<file path="src/rtl/dmt_pkg.sv">
package dmt_pkg;

    localparam int NTMR       = 2;
    localparam int MATCH_N    = 6;
    localparam int REGS_PER_T = 3;
    localparam int MATCH_WORD = NTMR * REGS_PER_T;

    typedef struct packed {
        logic       halt;
        logic       up;
        logic [2:0] mode;
    } tmr_ctrl_t;

    localparam logic [2:0] MODE_TO_ZERO = 3'd0;
    localparam logic [2:0] MODE_FREE    = 3'd7;

    typedef enum logic [2:0] {
        RS_NONE,
        RS_VAL,
        RS_DIV,
        RS_CTRL,
        RS_MATCH,
        RS_STS,
        RS_MSK
    } rsel_kind_e;

    typedef struct packed {
        rsel_kind_e kind;
        logic [2:0] idx;
    } rsel_t;

endpackage

</file>
<file path="src/rtl/dmt_decode.sv">
module dmt_decode
    import dmt_pkg::*;
#(
    parameter int WORD_W = 4
) (
    input  logic              bus_wr_i,
    input  logic              bus_win_i,
    input  logic [WORD_W-1:0] word_i,
    output rsel_t             rsel_o,
    output logic [NTMR-1:0]   wr_val_o,
    output logic [NTMR-1:0]   wr_div_o,
    output logic [NTMR-1:0]   wr_ctrl_o,
    output logic [MATCH_N-1:0] wr_match_o,
    output logic              wr_sts_o,
    output logic              wr_msk_o
);

    always_comb begin
        rsel_o = '{kind: RS_NONE, idx: 3'd0};
        if (!bus_win_i) begin
            for (int t = 0; t < NTMR; t++) begin
                if (word_i == WORD_W'(REGS_PER_T * t)) begin
                    rsel_o = '{kind: RS_VAL, idx: 3'(t)};
                end
                if (word_i == WORD_W'(REGS_PER_T * t + 1)) begin
                    rsel_o = '{kind: RS_DIV, idx: 3'(t)};
                end
                if (word_i == WORD_W'(REGS_PER_T * t + 2)) begin
                    rsel_o = '{kind: RS_CTRL, idx: 3'(t)};
                end
            end
            for (int k = 0; k < MATCH_N; k++) begin
                if (word_i == WORD_W'(MATCH_WORD + k)) begin
                    rsel_o = '{kind: RS_MATCH, idx: 3'(k)};
                end
            end
        end else begin
            if (word_i == WORD_W'(0)) begin
                rsel_o = '{kind: RS_STS, idx: 3'd0};
            end
            if (word_i == WORD_W'(1)) begin
                rsel_o = '{kind: RS_MSK, idx: 3'd0};
            end
        end
    end

    always_comb begin
        wr_val_o   = '0;
        wr_div_o   = '0;
        wr_ctrl_o  = '0;
        wr_match_o = '0;
        for (int t = 0; t < NTMR; t++) begin
            wr_val_o[t]  = bus_wr_i && rsel_o.kind == RS_VAL  && rsel_o.idx == 3'(t);
            wr_div_o[t]  = bus_wr_i && rsel_o.kind == RS_DIV  && rsel_o.idx == 3'(t);
            wr_ctrl_o[t] = bus_wr_i && rsel_o.kind == RS_CTRL && rsel_o.idx == 3'(t);
        end
        for (int k = 0; k < MATCH_N; k++) begin
            wr_match_o[k] = bus_wr_i && rsel_o.kind == RS_MATCH && rsel_o.idx == 3'(k);
        end
        wr_sts_o = bus_wr_i && rsel_o.kind == RS_STS;
        wr_msk_o = bus_wr_i && rsel_o.kind == RS_MSK;
    end

endmodule

</file>
<file path="src/rtl/dmt_counter.sv">
module dmt_counter
    import dmt_pkg::*;
#(
    parameter int CNT_W = 16
) (
    input  logic                           clk,
    input  logic                           rst_n,
    input  logic                           wr_val_i,
    input  logic                           wr_div_i,
    input  logic                           wr_ctrl_i,
    input  logic [CNT_W-1:0]               wdata_i,
    input  logic [MATCH_N-1:0][CNT_W-1:0]  match_i,
    output logic [CNT_W-1:0]               value_o,
    output logic [CNT_W-1:0]               div_o,
    output tmr_ctrl_t                      ctrl_o,
    output logic [MATCH_N-1:0]             hit_o
);

    typedef struct packed {
        logic [CNT_W-1:0] value;
        logic [CNT_W-1:0] div;
        logic [CNT_W-1:0] presc;
        tmr_ctrl_t        ctrl;
    } cnt_st_t;

    localparam tmr_ctrl_t CTRL_RST = '{halt: 1'b1, up: 1'b0, mode: MODE_TO_ZERO};

    cnt_st_t          st_d, st_q;
    logic [CNT_W-1:0] step_d;

    always_comb begin
        st_d   = st_q;
        hit_o  = '0;
        step_d = st_q.ctrl.up ? st_q.value + CNT_W'(1) : st_q.value - CNT_W'(1);

        if (!st_q.ctrl.halt) begin
            if (st_q.presc == st_q.div) begin
                st_d.presc = '0;
                st_d.value = step_d;
                if (st_q.ctrl.mode == MODE_TO_ZERO) begin
                    if (step_d == '0) begin
                        st_d.ctrl.halt = 1'b1;
                    end
                end else if (st_q.ctrl.mode != MODE_FREE) begin
                    for (int k = 0; k < MATCH_N; k++) begin
                        if (st_q.ctrl.mode == 3'(k + 1) && step_d == match_i[k]) begin
                            st_d.ctrl.halt = 1'b1;
                            hit_o[k]       = 1'b1;
                        end
                    end
                end
            end else begin
                st_d.presc = st_q.presc + CNT_W'(1);
            end
        end

        if (wr_val_i) begin
            st_d.value = wdata_i;
        end
        if (wr_div_i) begin
            st_d.div   = wdata_i;
            st_d.presc = '0;
        end
        if (wr_ctrl_i) begin
            st_d.ctrl  = tmr_ctrl_t'(wdata_i[4:0]);
            st_d.presc = '0;
        end
    end

    always_ff @(posedge clk or negedge rst_n) begin
        if (!rst_n) begin
            st_q.value <= '0;
            st_q.div   <= '0;
            st_q.presc <= '0;
            st_q.ctrl  <= CTRL_RST;
        end else begin
            st_q <= st_d;
        end
    end

    assign value_o = st_q.value;
    assign div_o   = st_q.div;
    assign ctrl_o  = st_q.ctrl;

    // a halted counter keeps its value unless the bus reloads it
    p_stop_hold_r3: assert property (@(posedge clk) disable iff (!rst_n)
        (st_q.ctrl.halt && !wr_val_i) |=> (st_q.value == $past(st_q.value)));

    // the prescale phase never runs past the programmed divider
    p_presc_bound_r5: assert property (@(posedge clk) disable iff (!rst_n)
        st_q.presc <= st_q.div);

    // a compare hit halts the counter on the same edge
    p_hit_halts_r6: assert property (@(posedge clk) disable iff (!rst_n)
        ((|hit_o) && !wr_ctrl_i) |=> st_q.ctrl.halt);

    // at most one compare register is reported per step
    p_hit_onehot_r6: assert property (@(posedge clk) disable iff (!rst_n)
        $onehot0(hit_o));

    // count-to-zero never raises an event
    p_zero_silent_r7: assert property (@(posedge clk) disable iff (!rst_n)
        (st_q.ctrl.mode == MODE_TO_ZERO) |-> (hit_o == '0));

endmodule

</file>
<file path="src/rtl/dmt_irq.sv">
module dmt_irq
    import dmt_pkg::*;
(
    input  logic               clk,
    input  logic               rst_n,
    input  logic [MATCH_N-1:0] hit_i,
    input  logic               wr_sts_i,
    input  logic               wr_msk_i,
    input  logic [MATCH_N-1:0] wdata_i,
    output logic [MATCH_N-1:0] status_o,
    output logic [MATCH_N-1:0] mask_o,
    output logic               irq_o
);

    typedef struct packed {
        logic [MATCH_N-1:0] sts;
        logic [MATCH_N-1:0] msk;
    } irq_st_t;

    irq_st_t            st_d, st_q;
    logic [MATCH_N-1:0] clr_d;

    always_comb begin
        st_d    = st_q;
        clr_d   = wr_sts_i ? wdata_i : '0;
        st_d.sts = (st_q.sts & ~clr_d) | hit_i;
        if (wr_msk_i) begin
            st_d.msk = wdata_i;
        end
    end

    always_ff @(posedge clk or negedge rst_n) begin
        if (!rst_n) begin
            st_q <= '0;
        end else begin
            st_q <= st_d;
        end
    end

    assign status_o = st_q.sts;
    assign mask_o   = st_q.msk;
    assign irq_o    = |(st_q.sts & st_q.msk);

    // every arriving event is recorded, even against a clearing write
    p_hit_sets_r8: assert property (@(posedge clk) disable iff (!rst_n)
        (|hit_i) |=> ((st_q.sts & $past(hit_i)) == $past(hit_i)));

    // bits written as one are gone after the write when no event races it
    p_clear_r8: assert property (@(posedge clk) disable iff (!rst_n)
        (wr_sts_i && hit_i == '0) |=> ((st_q.sts & $past(wdata_i)) == '0));

    // the interrupt line needs a recorded event behind it
    p_irq_src_r9: assert property (@(posedge clk) disable iff (!rst_n)
        irq_o |-> (|st_q.sts));

endmodule

</file>
<file path="src/rtl/dmt_timer.sv">
module dmt_timer
    import dmt_pkg::*;
#(
    parameter int ADDR_W = 6,
    parameter int CNT_W  = 16
) (
    input  logic              clk,
    input  logic              rst_n,
    input  logic              bus_wr_i,
    input  logic              bus_win_i,
    input  logic [ADDR_W-1:0] bus_addr_i,
    input  logic [31:0]       bus_wdata_i,
    output logic [31:0]       bus_rdata_o,
    output logic              irq_o
);

    localparam int WORD_W = ADDR_W - 2;

    typedef struct packed {
        logic [MATCH_N-1:0][CNT_W-1:0] match;
    } top_st_t;

    top_st_t                        st_d, st_q;
    rsel_t                          rsel;
    logic [NTMR-1:0]                wr_val, wr_div, wr_ctrl;
    logic [MATCH_N-1:0]             wr_match;
    logic                           wr_sts, wr_msk;
    logic [NTMR-1:0][CNT_W-1:0]     tmr_val, tmr_div;
    tmr_ctrl_t [NTMR-1:0]           tmr_ctrl;
    logic [NTMR-1:0][MATCH_N-1:0]   tmr_hit;
    logic [MATCH_N-1:0]             hit_any;
    logic [MATCH_N-1:0]             status, mask;
    logic                           unused_bits;

    assign unused_bits = ^{bus_wdata_i[31:CNT_W], bus_addr_i[1:0]};

    dmt_decode #(.WORD_W(WORD_W)) u_decode (
        .bus_wr_i   (bus_wr_i),
        .bus_win_i  (bus_win_i),
        .word_i     (bus_addr_i[ADDR_W-1:2]),
        .rsel_o     (rsel),
        .wr_val_o   (wr_val),
        .wr_div_o   (wr_div),
        .wr_ctrl_o  (wr_ctrl),
        .wr_match_o (wr_match),
        .wr_sts_o   (wr_sts),
        .wr_msk_o   (wr_msk)
    );

    for (genvar t = 0; t < NTMR; t++) begin : g_tmr
        dmt_counter #(.CNT_W(CNT_W)) u_cnt (
            .clk       (clk),
            .rst_n     (rst_n),
            .wr_val_i  (wr_val[t]),
            .wr_div_i  (wr_div[t]),
            .wr_ctrl_i (wr_ctrl[t]),
            .wdata_i   (bus_wdata_i[CNT_W-1:0]),
            .match_i   (st_q.match),
            .value_o   (tmr_val[t]),
            .div_o     (tmr_div[t]),
            .ctrl_o    (tmr_ctrl[t]),
            .hit_o     (tmr_hit[t])
        );
    end

    always_comb begin
        hit_any = '0;
        for (int t = 0; t < NTMR; t++) begin
            hit_any = hit_any | tmr_hit[t];
        end
    end

    dmt_irq u_irq (
        .clk      (clk),
        .rst_n    (rst_n),
        .hit_i    (hit_any),
        .wr_sts_i (wr_sts),
        .wr_msk_i (wr_msk),
        .wdata_i  (bus_wdata_i[MATCH_N-1:0]),
        .status_o (status),
        .mask_o   (mask),
        .irq_o    (irq_o)
    );

    always_comb begin
        st_d = st_q;
        for (int k = 0; k < MATCH_N; k++) begin
            if (wr_match[k]) begin
                st_d.match[k] = bus_wdata_i[CNT_W-1:0];
            end
        end
    end

    always_ff @(posedge clk or negedge rst_n) begin
        if (!rst_n) begin
            st_q <= '0;
        end else begin
            st_q <= st_d;
        end
    end

    always_comb begin
        bus_rdata_o = '0;
        unique case (rsel.kind)
            RS_VAL, RS_DIV, RS_CTRL: begin
                for (int t = 0; t < NTMR; t++) begin
                    if (rsel.idx == 3'(t)) begin
                        if (rsel.kind == RS_VAL)  bus_rdata_o = 32'(tmr_val[t]);
                        if (rsel.kind == RS_DIV)  bus_rdata_o = 32'(tmr_div[t]);
                        if (rsel.kind == RS_CTRL) bus_rdata_o = 32'(tmr_ctrl[t]);
                    end
                end
            end
            RS_MATCH: begin
                for (int k = 0; k < MATCH_N; k++) begin
                    if (rsel.idx == 3'(k)) bus_rdata_o = 32'(st_q.match[k]);
                end
            end
            RS_STS:  bus_rdata_o = 32'(status);
            RS_MSK:  bus_rdata_o = 32'(mask);
            default: bus_rdata_o = '0;
        endcase
    end

    // compare registers only change under a bus write to them
    p_match_stable_r2: assert property (@(posedge clk) disable iff (!rst_n)
        (wr_match == '0) |=> (st_q.match == $past(st_q.match)));

    // no interrupt without an enabled event bit
    p_irq_masked_r9: assert property (@(posedge clk) disable iff (!rst_n)
        (mask == '0) |-> !irq_o);

endmodule

</file>
<file path="config.mk">
export PLATFORM = sky130hd
export DESIGN_NAME = dmt_timer
export DESIGN_NICKNAME = d
export VERILOG_FILES = /design/src/rtl/dmt_pkg.sv /design/src/rtl/dmt_decode.sv /design/src/rtl/dmt_counter.sv /design/src/rtl/dmt_irq.sv /design/src/rtl/dmt_timer.sv
export SDC_FILE = /design/constraint.sdc
export NUM_CORES = 1
export LEC_CHECK = 0
export BUFFER_PORTS_ARGS = -buffer_cell sky130_fd_sc_hd__buf_2
export CAP_MARGIN = 5
export CORE_ASPECT_RATIO = 1.75
export CORE_UTILIZATION = 57
export DETAILED_ROUTE_END_ITERATION = 7
export PLACE_DENSITY = 0.75
export SLEW_MARGIN = 20
export SYNTH_ARGS = -nofsm -noshare
export SYNTH_HDL_FRONTEND = slang
export SYNTH_HIERARCHICAL = 1
export SYNTH_SLANG_ARGS = --single-unit
</file>
<file path="constraint.sdc">
create_clock -name clk -period 4.3 [get_ports clk]
set_input_delay 0.215 -clock clk [delete_from_list [all_inputs] [get_ports clk]]
set_output_delay 0.215 -clock clk [all_outputs]
set_load 0.02 [all_outputs]
</file>
---- Word-level counts from Yosys, hierarchy flattened ----
Cells that the tools add are included.
operators by class
  add/sub/neg operators ................... 6
  multiply operators ...................... 0
  divide/modulo/power cells ............... 0
  order comparisons ....................... 0
  equality and inequality tests ........... 54
  shift-type cells ........................ 0
  mux-type cells .......................... 85
  bitwise logic cells ..................... 5
  reductions and logical operators ........ 42
operator list
  cell                                                  count
  2-to-1 mux 32 bit                                     11
  2-to-1 mux 16 bit                                     15
  equality test 16 bit                                  14
  one-hot mux 32 bit (4 select lines)                   1
  2-to-1 mux 6 bit                                      18
  adder 16 x 1 -> 16 bit (second input constant)        4
  2-to-1 mux 21 bit                                     2
  2-to-1 mux 17 bit                                     2
  equality test 3 bit (second input constant)           11
  logical NOT 16 bit                                    2
  subtractor 16 x 1 -> 16 bit (second input constant)   2
  logical AND 1 bit                                     30
  2-to-1 mux 1 bit                                      30
  2-to-1 mux 5 bit                                      5
  equality test 3 x 2 -> 1 bit (second input constant)  8
  equality test 4 x 3 -> 1 bit (second input constant)  4
  equality test 4 bit (second input constant)           4
  bitwise AND 6 bit                                     2
  equality test 3 x 1 -> 1 bit (second input constant)  4
  bitwise OR 6 bit                                      2
  logical NOT 3 bit                                     3
  equality test 4 x 2 -> 1 bit (second input constant)  2
  != test 3 x 1 -> 1 bit (second input constant)        2
  != test 3 bit (second input constant)                 2
  9 further kinds                                       12
storage, ports and cells
  register bits after elaboration ......... 214
  bits in latches ......................... 0
  memory bits (writable) .................. 0
  ROM bits ................................ 0
  word-level logic and storage cells ...... 212
  memories ................................ 0

---- Depth between registers and ports, before layout ----
  depth in word-level cells ............... 24
  mapped depth ............................ 16

---- Hierarchy ----
Netlist, hierarchy kept.
modules (own cells, without submodules)
  module       times used  cells an instance  area each (um^2)  sequential area each (um^2)
  dmt_counter  2           623                5459.0            1327.5
  dmt_timer    1           486                5479.0            2402.3
  dmt_irq      1           35                 496.7             300.3
  dmt_decode   1           44                 280.3             0.0

---- Worst setup path before layout ----
No wires, ideal clock.
  path kind ............................... reg2reg
  from .................................... register g_tmr[1].u_cnt.st_q, in the netlist g_tmr[1].u_cnt/value_o[0]
  to ...................................... register u_irq.st_q, in the netlist u_irq/status_o[2]
  setup time .............................. 64 ps
  arrival time ............................ 3468 ps
  data required time ...................... 4236 ps
  slack ................................... 768 ps
  stages on the path, launching flop included .. 16
  path buffers ............................ 1
  path through ............................ dfrtp_1 > buf_4 > inv_1 > fa_1 > nor2b_1 > o21ai_4 > and2_1 > xnor2_1 > xnor2_1 > o21ai_0 > nor4_1 > nand4_1 > or4_1 > nor2b_1 > or2_2 > a21o_1
RTL lines
  item                    RTL line           text
  from (decl)             dmt_counter.sv:28  cnt_st_t st_d, st_q;
  from (signal assigned)  dmt_counter.sv:77  st_q <= st_d;
  to (signal assigned)    dmt_irq.sv:36      st_q <= st_d;
  to (decl)               dmt_irq.sv:20      irq_st_t st_d, st_q;

==> flow_summary.json <==
{
  "outcome": "finished, final reports clean",
  "final.fill_count": 2625,
  "r2r_end": "u_irq/status_o[1]",
  "timing.rr.start": "g_tmr[1].u_cnt/ctrl_o[3]",
  "grt_busiest_layer": "met2",
  "cp_num_buf_inv": 2,
  "synth_edf_count": 0,
  "seqPwrFrac_pct": 21.6,
  "drc_errors": 0,
  "grt_start_max_net_pins": 118,
  "dr.pass1.iters": 6,
  "switching_share_pct": 47.1,
  "startpoint": "g_tmr[1].u_cnt/ctrl_o[3]",
  "clkSinkCount": 214,
  "crit_required_ns": 4.77,
  "synth_seq_cells": 214,
  "antenna_found_initial": 0,
  "fin_nets": 1885,
  "crit_path_max_incr_delay_ns": 0.52,
  "intPower_mw": 8.02,
  "start_util_pct": 58.2,
  "fmax_mhz": 236,
  "ant_nets": 0,
  "die_h_um": 232,
  "power_leakage_nw": 7.49,
  "cts_root_buffer": "clkbuf_16",
  "via_count": 14600,
  "fin_skew_ns": 0.0131,
  "layout-drive-gt1-share_pct": 23.7,
  "cap_violations": 0,
  "synth.distinct_cells": 99,
  "gp_congestion": 0.993,
  "clockBufferDepth": 3,
  "grt_usage_pct": 38.6,
  "num_rows": 83,
  "path_common_cell": "or4_1",
  "drv_slew": 0,
  "num_antenna_cells": 0,
  "dp_hpwl_um": 44300,
  "cp.arrival_ns": 4.72,
  "hold_depth": 3,
  "cts_tree": "built",
  "overflow": 0,
  "clk_pin_slew_ns": 0.07,
  "synthCells": 1811,
  "hold_class": "primary input to flop",
  "crit_fanout": 10,
  "pin_count": 75,
  "viasPerCell": 6.64,
  "syn_area_um2": 17200,
  "r2r_cells": 14,
  "crit_type": "flop to flop",
  "setup_viol": 0,
  "yosysWarnings": 6,
  "power.share.clock_pct": 13.0,
  "rsz0062_at_grt": "yes",
  "switchingPower_mw": 7.14,
  "insertion_delay_ns": 0.54,
  "hold_end": "g_tmr[0].u_cnt/value_o[14]",
  "htree_levels": 1,
  "placed_area_um2": 17700,
  "drt-initial-drc-count": 1263,
  "cp-end-kind": "flop",
  "vdd_drop_max_uv": 473,
  "synth_ff_type": "dfrtp_1",
  "core-area_um2": 29500,
  "grt_pass1_wl_um": 88000,
  "grtUsageMet3_pct": 4.20,
  "tns_ns": 0,
  "synth_seq_area_share_pct": 31.2,
  "grt_pass1_vias": 14500,
  "r2r_slack_ns": 0.06,
  "holdWs_ns": 0.0626,
  "grtUsageMet2_pct": 66.4,
  "min_period_ns": 4.24,
  "crit_chain": "inv_1 > ha_1 > xnor2_1 > mux2_1 > or4_1 > a311oi_1 > nand3_1 > or4_1 > nor4_2 > buf_4 > nand4_1 > and2b_2 > or2_2 > a21o_1",
  "fin_area_um2": 18400,
  "die_area_um2": 30900,
  "crit_slowest_cell": "or4_1",
  "relSlewSlack_pct": 17.2,
  "start_kind": "flop",
  "worst_slew_pin_slew_ns": 1.24,
  "routedWlPerCell_um": 26.7,
  "io_buffers": 40,
  "synthToLayoutAreaGrowth_pct": 7.36,
  "crit_family": "simple AND/OR/NAND/NOR gates",
  "met1_usage_pct": 42.0,
  "hp-start": "bus_wdata_i[14]",
  "synth_area_per_cell_um2": 9.48,
  "p_per_area_nw_per_um2": 823,
  "synthArstFlopShare_pct": 100,
  "p_comb_share_pct": 65.4,
  "dieWidth_um": 133,
  "cts_buffers": 20,
  "routed_wl_um": 58800,
  "post-route-period-util_pct": 98.7,
  "hold_violations": 0
}
synthesized netlist by cell type, types with 8 or more instances:
cell | instances | area (µm²)
xnor2_1 | 152 | 1330
and2_1 | 15 | 93.8
clkbuf_1 | 55 | 206
buf_2 | 30 | 150
or2_2 | 12 | 75.1
nor2_1 | 71 | 267
nor2b_1 | 30 | 188
o31ai_1 | 13 | 97.6
o211ai_1 | 17 | 128
xor2_1 | 90 | 788
mux2_4 | 9 | 135
inv_1 | 21 | 78.8
nand4_1 | 32 | 200
mux2i_1 | 35 | 350
nand3_1 | 40 | 200
nor4_1 | 20 | 125
mux2_2 | 144 | 1620
nand2b_1 | 26 | 163
a21oi_1 | 54 | 270
ha_1 | 32 | 400
buf_6 | 8 | 90.1
dfrtp_1 | 212 | 5310
o21ai_0 | 129 | 646
and3_1 | 18 | 113
buf_4 | 96 | 721
a21o_1 | 14 | 105
o21a_1 | 20 | 150
a22o_1 | 13 | 114
o2111ai_1 | 10 | 87.6
nand2_1 | 111 | 417
a31oi_1 | 18 | 113
nor3_1 | 35 | 175
or4_1 | 12 | 90.1
nand3b_1 | 9 | 67.6
a22oi_1 | 31 | 233
power by group through the flow:
stage / sequential, mW / combinational [mW] / clock, mW
2_1_floorplan: 2.96 / 7.04 / 0
3_3_place_gp: 3.24 / 9.50 / 0
3_5_place_dp: 3.27 / 9.62 / 0
4_1_cts: 3.24 / 9.71 / 1.98
5_1_grt: 3.31 / 10.6 / 2.05
6_report: 3.28 / 9.92 / 1.97
through the flow:
step	power [mW]	setup slack, ns	std cells	utilization [%]
after floorplan	10.0	0.768	1826	-
after global placement	12.7	0.0348	2165	59.8
after detailed placement	12.9	0.0347	2165	59.8
after CTS	14.9	0.0949	2201	62.3
after global routing	15.9	-0.0295	2204	62.5
final	15.2	0.0555	2204	62.5
layer usage:
layer  share of wire, %  wire length (µm)  vias up
met5                  0                 0        -
met4                 10              6070        0
met2                 49             28700      725
li1                   -                 -     6463
met3                6.2              3640      295
met1                 35             20400     7161
cell type report:
class,count,area (µm²),area share (%)
Timing Repair Buffer,157,1100,5.99
Multi-Input combinational cell,1394,10700,58.1
Tap cell,382,478,2.59
Clock inverter,8,120,0.651
Inverter,22,82.6,0.448
Sequential cell,214,5360,29.1
Clock buffer,27,588,3.19
worst reg2reg max path: stages, from the launching register on:
cell	delay [ns]
dfrtp_1	0.39
inv_1	0.20
ha_1	0.41
xnor2_1	0.33
mux2_1	0.35
or4_1	0.52
a311oi_1	0.23
nand3_1	0.13
or4_1	0.50
nor4_2	0.36
buf_4	0.19
nand4_1	0.15
and2b_2	0.25
or2_2	0.10
a21o_1	0.07
sequential cells by signal (all words and copies together), names as in the netlist:
signal,cells
g_tmr.u_cnt/ctrl_o,10
g_tmr.u_cnt/div_o,32
g_tmr.u_cnt/st_q,32
g_tmr.u_cnt/value_o,32
st_q,96
u_irq/mask_o,6
u_irq/status_o,6
how the worst max path moves through the flow:
| stage | endpoint | cells past startpoint | slack, ns |
|---|---|---|---|
| finish | u_irq/status_o[1] | 14 | 0.06 |
| floorplan | u_irq/status_o[2] | 15 | 0.77 |
| CTS | u_irq/status_o[1] | 16 | 0.09 |
| detailed placement | u_irq/status_o[1] | 16 | 0.03 |
| global placement | u_irq/status_o[1] | 16 | 0.03 |
| global route | u_irq/status_o[1] | 14 | -0.03 |
cells by family (layout without fill, tap and decap cells):
| kind of cell | Yosys count | in the layout | synth area share [%] |
|---|---|---|---|
| flops | 214 | 214 | 31.2 |
| other cells | 1 | 16 | 0.0218 |
| mux | 194 | 194 | 12.9 |
| buf+inv | 218 | 214 | 7.44 |
| fa+ha+maj | 34 | 34 | 2.56 |
| compound gates | 422 | 422 | 17.4 |
| simple gates | 476 | 476 | 15.0 |
| xor+xnor | 252 | 252 | 13.4 |
cells in the final DEF, fill, tap and decap left out, types with 35 or more instances in the layout:
cell	count
dfrtp_1	212
xnor2_1	150
mux2_2	144
o21ai_0	128
buf_4	115
nand2_1	111
xor2_1	90
nor2_1	67
a21oi_1	54
nand3_1	40
buf_2	39
mux2i_1	35
timing repair:
item,4_1_cts,5_1_grt
gates resized for setup,2,4
endpoints found under the hold margin,112,0
hold buffers,1,0
cloned,0,0
pin swaps,0,2
setup buffers,0,3
setup endpoints to repair,1,5
No activity file was read; power rests on OpenSTA's default activity.
